### src/rtl/irq_coalesce.sv
module irq_coalesce #(
  parameter int CNT_W     = 8,
  parameter int DLY_W     = 8,
  parameter int PRESC_DIV = 2,
  localparam int PW = (PRESC_DIV > 1) ? $clog2(PRESC_DIV) : 1
) (
  input  logic             clk,
  input  logic             rst_n,
  input  logic             cmpl_i,
  input  logic             tick_i,
  input  logic             ctrl_wr_i,
  input  logic [CNT_W-1:0] thresh_i,
  input  logic [DLY_W-1:0] delay_i,
  input  logic [1:0]       irq_en_i,
  input  logic [1:0]       clr_i,
  output logic [1:0]       flags_o,
  output logic [CNT_W-1:0] count_o,
  output logic [DLY_W-1:0] timer_o,
  output logic             irq_o
);

  logic [PW-1:0]    pre;
  logic [CNT_W-1:0] eff_th;
  logic             restart, run_tick, step, expire, hit;

  assign eff_th   = (thresh_i == '0) ? CNT_W'(1) : thresh_i;
  assign restart  = cmpl_i && (delay_i != '0);
  assign run_tick = (timer_o != '0) && tick_i;
  assign step     = run_tick && (pre == PW'(PRESC_DIV - 1));
  assign expire   = step && (timer_o == DLY_W'(1)) && !restart;
  assign hit      = cmpl_i && (count_o <= CNT_W'(1));
  assign irq_o    = |(flags_o & irq_en_i);

  always_ff @(posedge clk or negedge rst_n) begin
    if (!rst_n) begin
      flags_o <= '0;
      count_o <= CNT_W'(1);
      timer_o <= '0;
      pre     <= '0;
    end else begin
      flags_o <= (flags_o & ~clr_i) | {expire, hit};
      if (ctrl_wr_i || expire || hit)
        count_o <= eff_th;
      else if (cmpl_i)
        count_o <= count_o - CNT_W'(1);
      if (restart) begin
        timer_o <= delay_i;
        pre     <= '0;
      end else if (run_tick) begin
        pre <= step ? '0 : pre + PW'(1);
        if (step)
          timer_o <= timer_o - DLY_W'(1);
      end
    end
  end

endmodule

### config.mk
export PLATFORM = sky130hd
export DESIGN_NAME = irq_coalesce
export DESIGN_NICKNAME = d
export VERILOG_FILES = /design/src/rtl/irq_coalesce.sv
export SDC_FILE = /design/constraint.sdc
export NUM_CORES = 1
export LEC_CHECK = 0
export ABC_AREA = 1
export BUFFER_PORTS_ARGS = -buffer_cell sky130_fd_sc_hd__buf_2
export CAP_MARGIN = 20
export CORE_ASPECT_RATIO = 0.8
export CORE_UTILIZATION = 54
export CTS_CLUSTER_SIZE = 25
export DETAILED_ROUTE_END_ITERATION = 8
export GPL_TIMING_DRIVEN = 0
export MAX_ROUTING_LAYER = met4
export PLACE_DENSITY = 0.9
export SLEW_MARGIN = 10
export SYNTH_ARGS = -nofsm -noshare
export SYNTH_HDL_FRONTEND = slang
export SYNTH_SLANG_ARGS = --single-unit
export TNS_END_PERCENT = 20
### constraint.sdc
create_clock -name clk -period 2.6 [get_ports clk]
set_clock_uncertainty 0.05 [all_clocks]
set_input_delay 0 -clock clk [delete_from_list [all_inputs] [get_ports clk]]
set_output_delay 0 -clock clk [all_outputs]
set_load 0.01 [all_outputs]
==> impl_metrics.py, run 1 <==
metrics = {
    "drt": {
        "vias_per_cell": 5.46,
        "ant_nets": 0,
        "routed_wl_um": 3990,
        "drt-pass1-iter-count": 5,
        "drt_iter0_drc": 92,
        "drc": 0,
        "avgRoutedWirePerCell_um": 13.7,
        "vias": 1590,
    },
    "sta": {
        "hold_violations": 0,
        "setup_ws_ns": 0.159,
        "slew_violations": 0,
        "layout_min_cycle_time_ns": 2.44,
        "fmax_ghz": 0.410,
        "setup_tns_ns": 0,
        "worstMarginPinSlew_ns": 0.509,
        "grt_setup_unrepaired": "no",
        "relSlewSlack_pct": 65.8,
        "setup_viol": 0,
        "period_share_pct": 93.9,
    },
    "floorplanning": {
        "die_w_um": 58.5,
        "core_area_sq_um": 2270,
        "io_pins": 44,
        "die_y_um": 47.2,
        "rows": 15,
        "die-area_sq_um": 2760,
        "initial_core_util_pct": 60.7,
    },
    "synthesis": {
        "syn_area_sq_um": 1380,
        "ys_types": 30,
        "ys_seq_area_share_pct": 34.6,
        "avgSynthCellArea_sq_um": 7.25,
        "yosysWarnings": 0,
        "ys_ff_latch": 19,
        "syn_nets": 220,
        "synthCells": 190,
    },
    "cts": {
        "cts_max_level": 1,
        "cts_buffers": 3,
        "cts_resized": 0,
        "clock_latency_ns": 0.29,
        "clockRootBuffer": "clkbuf_4",
        "cts_buffer_depth": 2,
        "clkTransAtPathRegs_ns": 0.10,
        "cts_tree": "yes",
        "cts_sinks": 19,
    },
    "setup_path": {
        "rrSetupSlack_ns": 0.16,
        "crit_start": "count_o[0]",
        "critPathArrivalTime_ns": 2.62,
        "critPathCaptureType": "flop",
        "path_class": "flop to flop",
        "cp.required_ns": 2.78,
        "r2r-start": "count_o[0]",
        "cpMaxStageDelayCell": "dfstp_2",
        "cp_cell_sequence": "inv_1, ha_1, o211ai_2, nor2_2, nor2_2, nand2_4, nand2_1, o21ai_1, dlygate4sd3_1",
        "worst_path_most_repeated_cell": "nor2_2",
        "worst_setup_path_start_kind": "flop",
        "max_stage_delay_ns": 0.57,
        "cp_max_fo": 9,
    },
    "global_routing": {
        "antenna_found_initial": 0,
        "grt_max_degree": 20,
        "grt_pass1_vias": 1457,
        "grt_pass1_wl_um": 6440,
        "grt.total_usage_pct": 32.6,
        "gr-total-overflow": 0,
    },
    "cells_and_area": {
        "post-route-util_pct": 82.0,
        "finalNetCount": 288,
        "antennaDiodeCount": 0,
        "regArea_sq_um": 477,
        "drive_gt1_share_pct": 25.7,
        "syn2layout_area_growth_pct": 35.2,
        "final_cell_mix": "nand2_1, buf_2, nor2_1",
        "multi_input_area_sq_um": 779,
        "nFillCells": 143,
        "instances_no_fill": 291,
        "design_area_sq_um": 1860,
    },
    "pwr": {
        "p_leak_nw": 0.948,
        "irDropWorstVdd_v": 0.000360,
        "p_per_area_nw_per_um2": 431,
    },
    "min_path": {
        "hp-start": "ctrl_wr_i",
        "hp-class": "input port to flop",
    },
    "place": {
        "dp.cells": 267,
        "dp_slack_ns": 0.701,
        "hpwlAfterDp_um": 2530,
        "dpl_cell_area_sq_um": 1640,
        "port_buffers": 43,
        "place_congestion": 0.894,
    },
    "run_status": {
        "outcome": "finished, final reports clean",
    },
    "run": {
        "maxCapViolCount": 0,
    },
}
==> registers in the layout, summed over array words and instances, names as in the netlist <==
| register | cells |
|---|---|
| count_o | 8 |
| flags_o | 2 |
| pre | 1 |
| timer_o | 8 |
==> cells in the mapped netlist (all sizes together) <==
library cell	number	area share, %
a21boi	1	0.55
o22ai	1	0.45
o21ai	6	2.2
nand4	9	4.1
dfstp	1	1.9
xnor2	2	1.3
nor3	4	2.3
a21o	1	0.55
o211ai	9	5.3
nand3	19	6.9
dfrtp	18	33
a22o	1	0.64
buf	4	2.5
or2	1	0.45
xor2	4	2.5
inv	23	6.3
ha	5	4.5
a21oi	3	1.1
nand2	49	15
nor4	1	0.45
nor2	28	8.4
==> worst max-delay path, delay by kind of cell, from the launching register on <==
family	cells	cell delay, ns
AO/OA/AOI/OAI	2	0.29
AND/OR/NAND/NOR	4	0.54
buffers and inverters	2	0.64
adder cells (fa/ha/maj)	1	0.28
flip-flops	1	0.57
==> cells by family (layout without fill, tap and decap cells) <==
group | after synthesis | count (layout) | synth area share (%)
and+or+nand+nor | 111 | 111 | 37.5
buffers and inverters | 27 | 94 | 8.81
AOI/OAI and AO/OA | 22 | 22 | 10.7
DFF | 19 | 19 | 34.6
xor gates and xnor gates | 6 | 6 | 3.81
adders and majority gates | 5 | 5 | 4.54
==> metrics by stage <==
step | total power, mW | hold slack [ns]
after detailed placement | 0.621 | -0.0854
after global placement | 0.616 | -0.0900
after floorplan | 0.529 | -0.346
after global routing | 0.855 | 0.0681
final | 0.802 | 0.0627
after CTS | 0.795 | 0.0324
==> repair_timing <==
action / CTS / global route
hold endpoints to repair: 37 / 0
endpoints found under the setup margin: 0 / 0
setup buffers: 0 / 0
hold buffers: 20 / 0
==> where the power goes <==
group	leakage, nW	internal (mW)	switching [mW]	total [mW]
sequential	0.231	0.328	0.0421	0.370
combinational	0.702	0.123	0.161	0.285
clock	0.0150	0.0597	0.0869	0.147
==> routing by layer <==
layer / wire length (um) / part of all wire (%) / vias up / GRT usage (%)
li1: - / - / 764 / -
met3: 350 / 8.8 / 6 / 7.44
met4: 45 / 1.1 / 0 / 9.05
met5: 0 / 0 / - / -
met1: 1740 / 44 / 727 / 42.0
met2: 1850 / 46 / 93 / 52.2
==> final timing paths <==
| check | cells past startpoint | endpoint |
|---|---|---|
| worst min-delay path | 5 | count_o[4] |
| min in group asynchronous | 2 | timer_o[5] |
| max in group asynchronous | 2 | count_o[0] |
| worst max register to register | 9 | count_o[0] |
| worst max-delay path | 9 | count_o[0] |
| worst min register to register | 2 | flags_o[1] |
==> cell type report <==
type | instances | share of cell area [%]
buffer | 4 | 1.88
timing repair buffer | 63 | 22.3
sequential | 19 | 25.6
clock buffer | 4 | 1.41
tap | 34 | 2.28
inverter | 23 | 4.64
multi-input combinational | 144 | 41.9
Power figures use the tool's default switching activity.
==> inputs of run 2 (changes only) <==
--- a/config.mk
+++ b/config.mk
@@ -5,11 +5,10 @@
 export SDC_FILE = /design/constraint.sdc
 export NUM_CORES = 1
 export LEC_CHECK = 0
-export ABC_AREA = 1
 export BUFFER_PORTS_ARGS = -buffer_cell sky130_fd_sc_hd__buf_2
 export CAP_MARGIN = 20
 export CORE_ASPECT_RATIO = 0.8
-export CORE_UTILIZATION = 54
+export CORE_UTILIZATION = 53
 export CTS_CLUSTER_SIZE = 25
 export DETAILED_ROUTE_END_ITERATION = 8
 export GPL_TIMING_DRIVEN = 0
==> run 2 against run 1 <==
Against the previous run: cell area decreased by 6.7%; worst setup slack improved by 0.12 ns; worst hold slack got worse by 0.0045 ns; via count decreased by 23%; total power increased by 3.2%; highest routed layer unchanged.
==> impl_metrics.py, run 2 <==
metrics = {
    "pwr": {
        "irDropWorstVdd_v": 0.000395,
        "clockPowerShare_pct": 18.9,
        "p_per_area_nw_per_um2": 477,
        "p_leak_nw": 0.822,
        "total_power_mw": 0.828,
        "netSwitchingFraction_pct": 35.2,
        "comb_power_share_pct": 34.9,
        "intPower_mw": 0.537,
        "seq_power_share_pct": 46.1,
        "power_switching_mw": 0.291,
    },
    "drt": {
        "drt_iter0_drc": 57,
        "avgRoutedWirePerCell_um": 17.0,
        "routed_wl_um": 3590,
        "drt-pass1-iter-count": 4,
        "vias": 1229,
        "vias_per_cell": 5.82,
        "ant_nets": 0,
        "drc": 0,
    },
    "floorplanning": {
        "core_area_sq_um": 2200,
        "rows": 15,
        "die_y_um": 45.5,
        "initial_core_util_pct": 57.1,
        "io_pins": 44,
        "die_w_um": 56.4,
        "die-area_sq_um": 2570,
    },
    "setup_path": {
        "path_class": "flop to flop",
        "cp_max_fo": 8,
        "critPathCaptureType": "flop",
        "cpMaxStageDelayCell": "dfstp_2",
        "worst_setup_path_start_kind": "flop",
        "max_stage_delay_ns": 0.62,
        "path_buf_inv": 1,
        "cp.required_ns": 2.75,
        "cp_cell_sequence": "inv_1, ha_1, nor2_1, nor4b_4, a211oi_4, mux2_4",
        "crit_family": "flip-flops",
        "critPathArrivalTime_ns": 2.47,
    },
    "sta": {
        "whs_ns": 0.0582,
        "setup_tns_ns": 0,
        "layout_min_cycle_time_ns": 2.32,
        "fmax_ghz": 0.431,
        "worstMarginPinSlew_ns": 0.616,
        "hold_violations": 0,
        "slew_violations": 0,
        "period_share_pct": 89.3,
        "grt_setup_unrepaired": "no",
        "relSlewSlack_pct": 58.8,
        "setup_viol": 0,
    },
    "place": {
        "port_buffers": 43,
        "hpwlAfterDp_um": 2210,
        "place_congestion": 0.832,
        "dpl_cell_area_sq_um": 1500,
    },
    "cts": {
        "cts_buffer_depth": 2,
        "cts_sinks": 19,
        "cts_max_level": 1,
        "clkTransAtPathRegs_ns": 0.11,
        "cts_buffers": 3,
        "clock_latency_ns": 0.30,
        "clockRootBuffer": "clkbuf_4",
        "cts_tree": "yes",
    },
    "synthesis": {
        "syn_area_sq_um": 1250,
        "ys_types": 40,
        "synth_area_leaders": "dfrtp_1, mux2_4, xor2_1",
        "ys_ff_latch": 19,
        "synthTopCellsByCount": "dfrtp_1, nand2_1, inv_1, xor2_1, mux2_4",
        "ys_seq_area_share_pct": 38.0,
        "synth_edf_count": 0,
        "yosys.cell_count.top_type": "dfrtp_1",
        "synth_top_cell_area_share_pct": 35.9,
        "yosys.area.top_type": "dfrtp_1",
        "synthCells": 118,
        "avgSynthCellArea_sq_um": 10.6,
        "yosysWarnings": 0,
        "synth_ff_type": "dfrtp_1",
        "syn_nets": 148,
        "synthArstFlopShare_pct": 100,
    },
    "cells_and_area": {
        "final_cell_mix": "buf_2, dlygate4sd3_1, dfrtp_1",
        "syn2layout_area_growth_pct": 38.5,
        "antennaDiodeCount": 0,
        "drive_gt1_share_pct": 32.8,
        "nFillCells": 133,
        "design_area_sq_um": 1740,
        "mostFrequentLayoutCell": "buf_2",
        "finalNetCount": 217,
        "reg.largest.list": "count_o x8, timer_o x8, flags_o x2",
    },
    "global_routing": {
        "gr-total-overflow": 0,
        "grt.total_usage_pct": 31.2,
        "antenna_found_initial": 0,
        "grt_pass1_vias": 1210,
        "grt_pass1_wl_um": 5650,
        "grt_max_degree": 20,
    },
    "run_status": {
        "outcome": "finished, final reports clean",
    },
    "run": {
        "maxCapViolCount": 0,
    },
    "min_path": {
        "hp-class": "input port to flop",
    },
}
==> run 2: cell types whose count changed after synthesis, moves of 4 or more <==
cell      before  now
nand2_1       44   10
nor2_1        24    5
nand3_1       19    3
inv_1         20    8
nand4_1        9    0
mux2_4         0    7
o211ai_1       8    2
o21ai_1        1    6
nor2_2         4    0
xor2_1         4    8
==> run 2: per-stage QoR <==
stage	setup WS, ns	instances	util [%]
after floorplan	0.539	118	-
after global placement	0.472	186	68.3
after detailed placement	0.401	186	68.3
after CTS	0.363	211	79.1
after global routing	0.208	211	79.1
final	0.279	211	79.1
==> run 2: layout make-up <==
| class | instances | area (sq um) | area share [%] |
|---|---|---|---|
| well taps | 25 | 31.3 | 1.80 |
| flip-flops and latches | 19 | 477 | 27.4 |
| clock buffers | 4 | 26.3 | 1.51 |
| inverters | 8 | 30.0 | 1.73 |
| repair buffers | 64 | 425 | 24.5 |
| multi-input cells | 89 | 732 | 42.1 |
| plain buffers | 2 | 15.0 | 0.865 |
==> run 2: cell families (layout without fill, tap and decap cells) <==
logic type,after synthesis,count (layout),share of synthesized area [%]
multiplexers,9,9,9.98
flip-flops,19,19,38.0
buffers and inverters,10,78,3.59
adder cells (fa/ha/maj),5,5,4.99
XOR/XNOR,13,13,9.08
AO/OA/AOI/OAI,22,22,13.2
AND/OR/NAND/NOR,40,40,21.2
==> run 2: worst reg2reg max path: cells and delay by family (launching register included) <==
kind,cells,cell delay (ns)
buf+inv,1,0.07
simple gates,2,0.34
fa+ha+maj,1,0.27
mux,1,0.36
compound gates,1,0.51
flops,1,0.62
==> run 2: power by group through the flow <==
stage               clock, mW  combinational, mW  sequential [mW]
finish                  0.157              0.289            0.382
global route            0.173              0.312            0.386
CTS                     0.152              0.277            0.378
detailed placement          0              0.250            0.384
global placement            0              0.239            0.382
floorplan                   0              0.143            0.393
==> run 2: final timing paths <==
kind,from,to,slack [ns],cells past startpoint
max,count_o[0],count_o[5],0.28,6
min,cmpl_i,timer_o[6],0.06,3
min in group asynchronous,rst_n,timer_o[3],0.11,2
min reg2reg,flags_o[0],flags_o[0],0.48,1
max reg2reg,count_o[0],count_o[5],0.28,6
max in group asynchronous,rst_n,count_o[0],2.05,2
==> run 2: routing by layer <==
layer	global-route usage [%]	wire, um	share of wire (%)
met1	37.8	1540	43
met2	54.5	1710	48
met3	3.69	199	5.5
met4	13.2	136	3.8
met5	-	0	0
==> run 2: timing repair <==
action,CTS,global route
endpoints found under the setup margin,0,0
resized for setup,0,0
hold buffers,21,0
buffers inserted,0,0
hold endpoints to repair,37,0
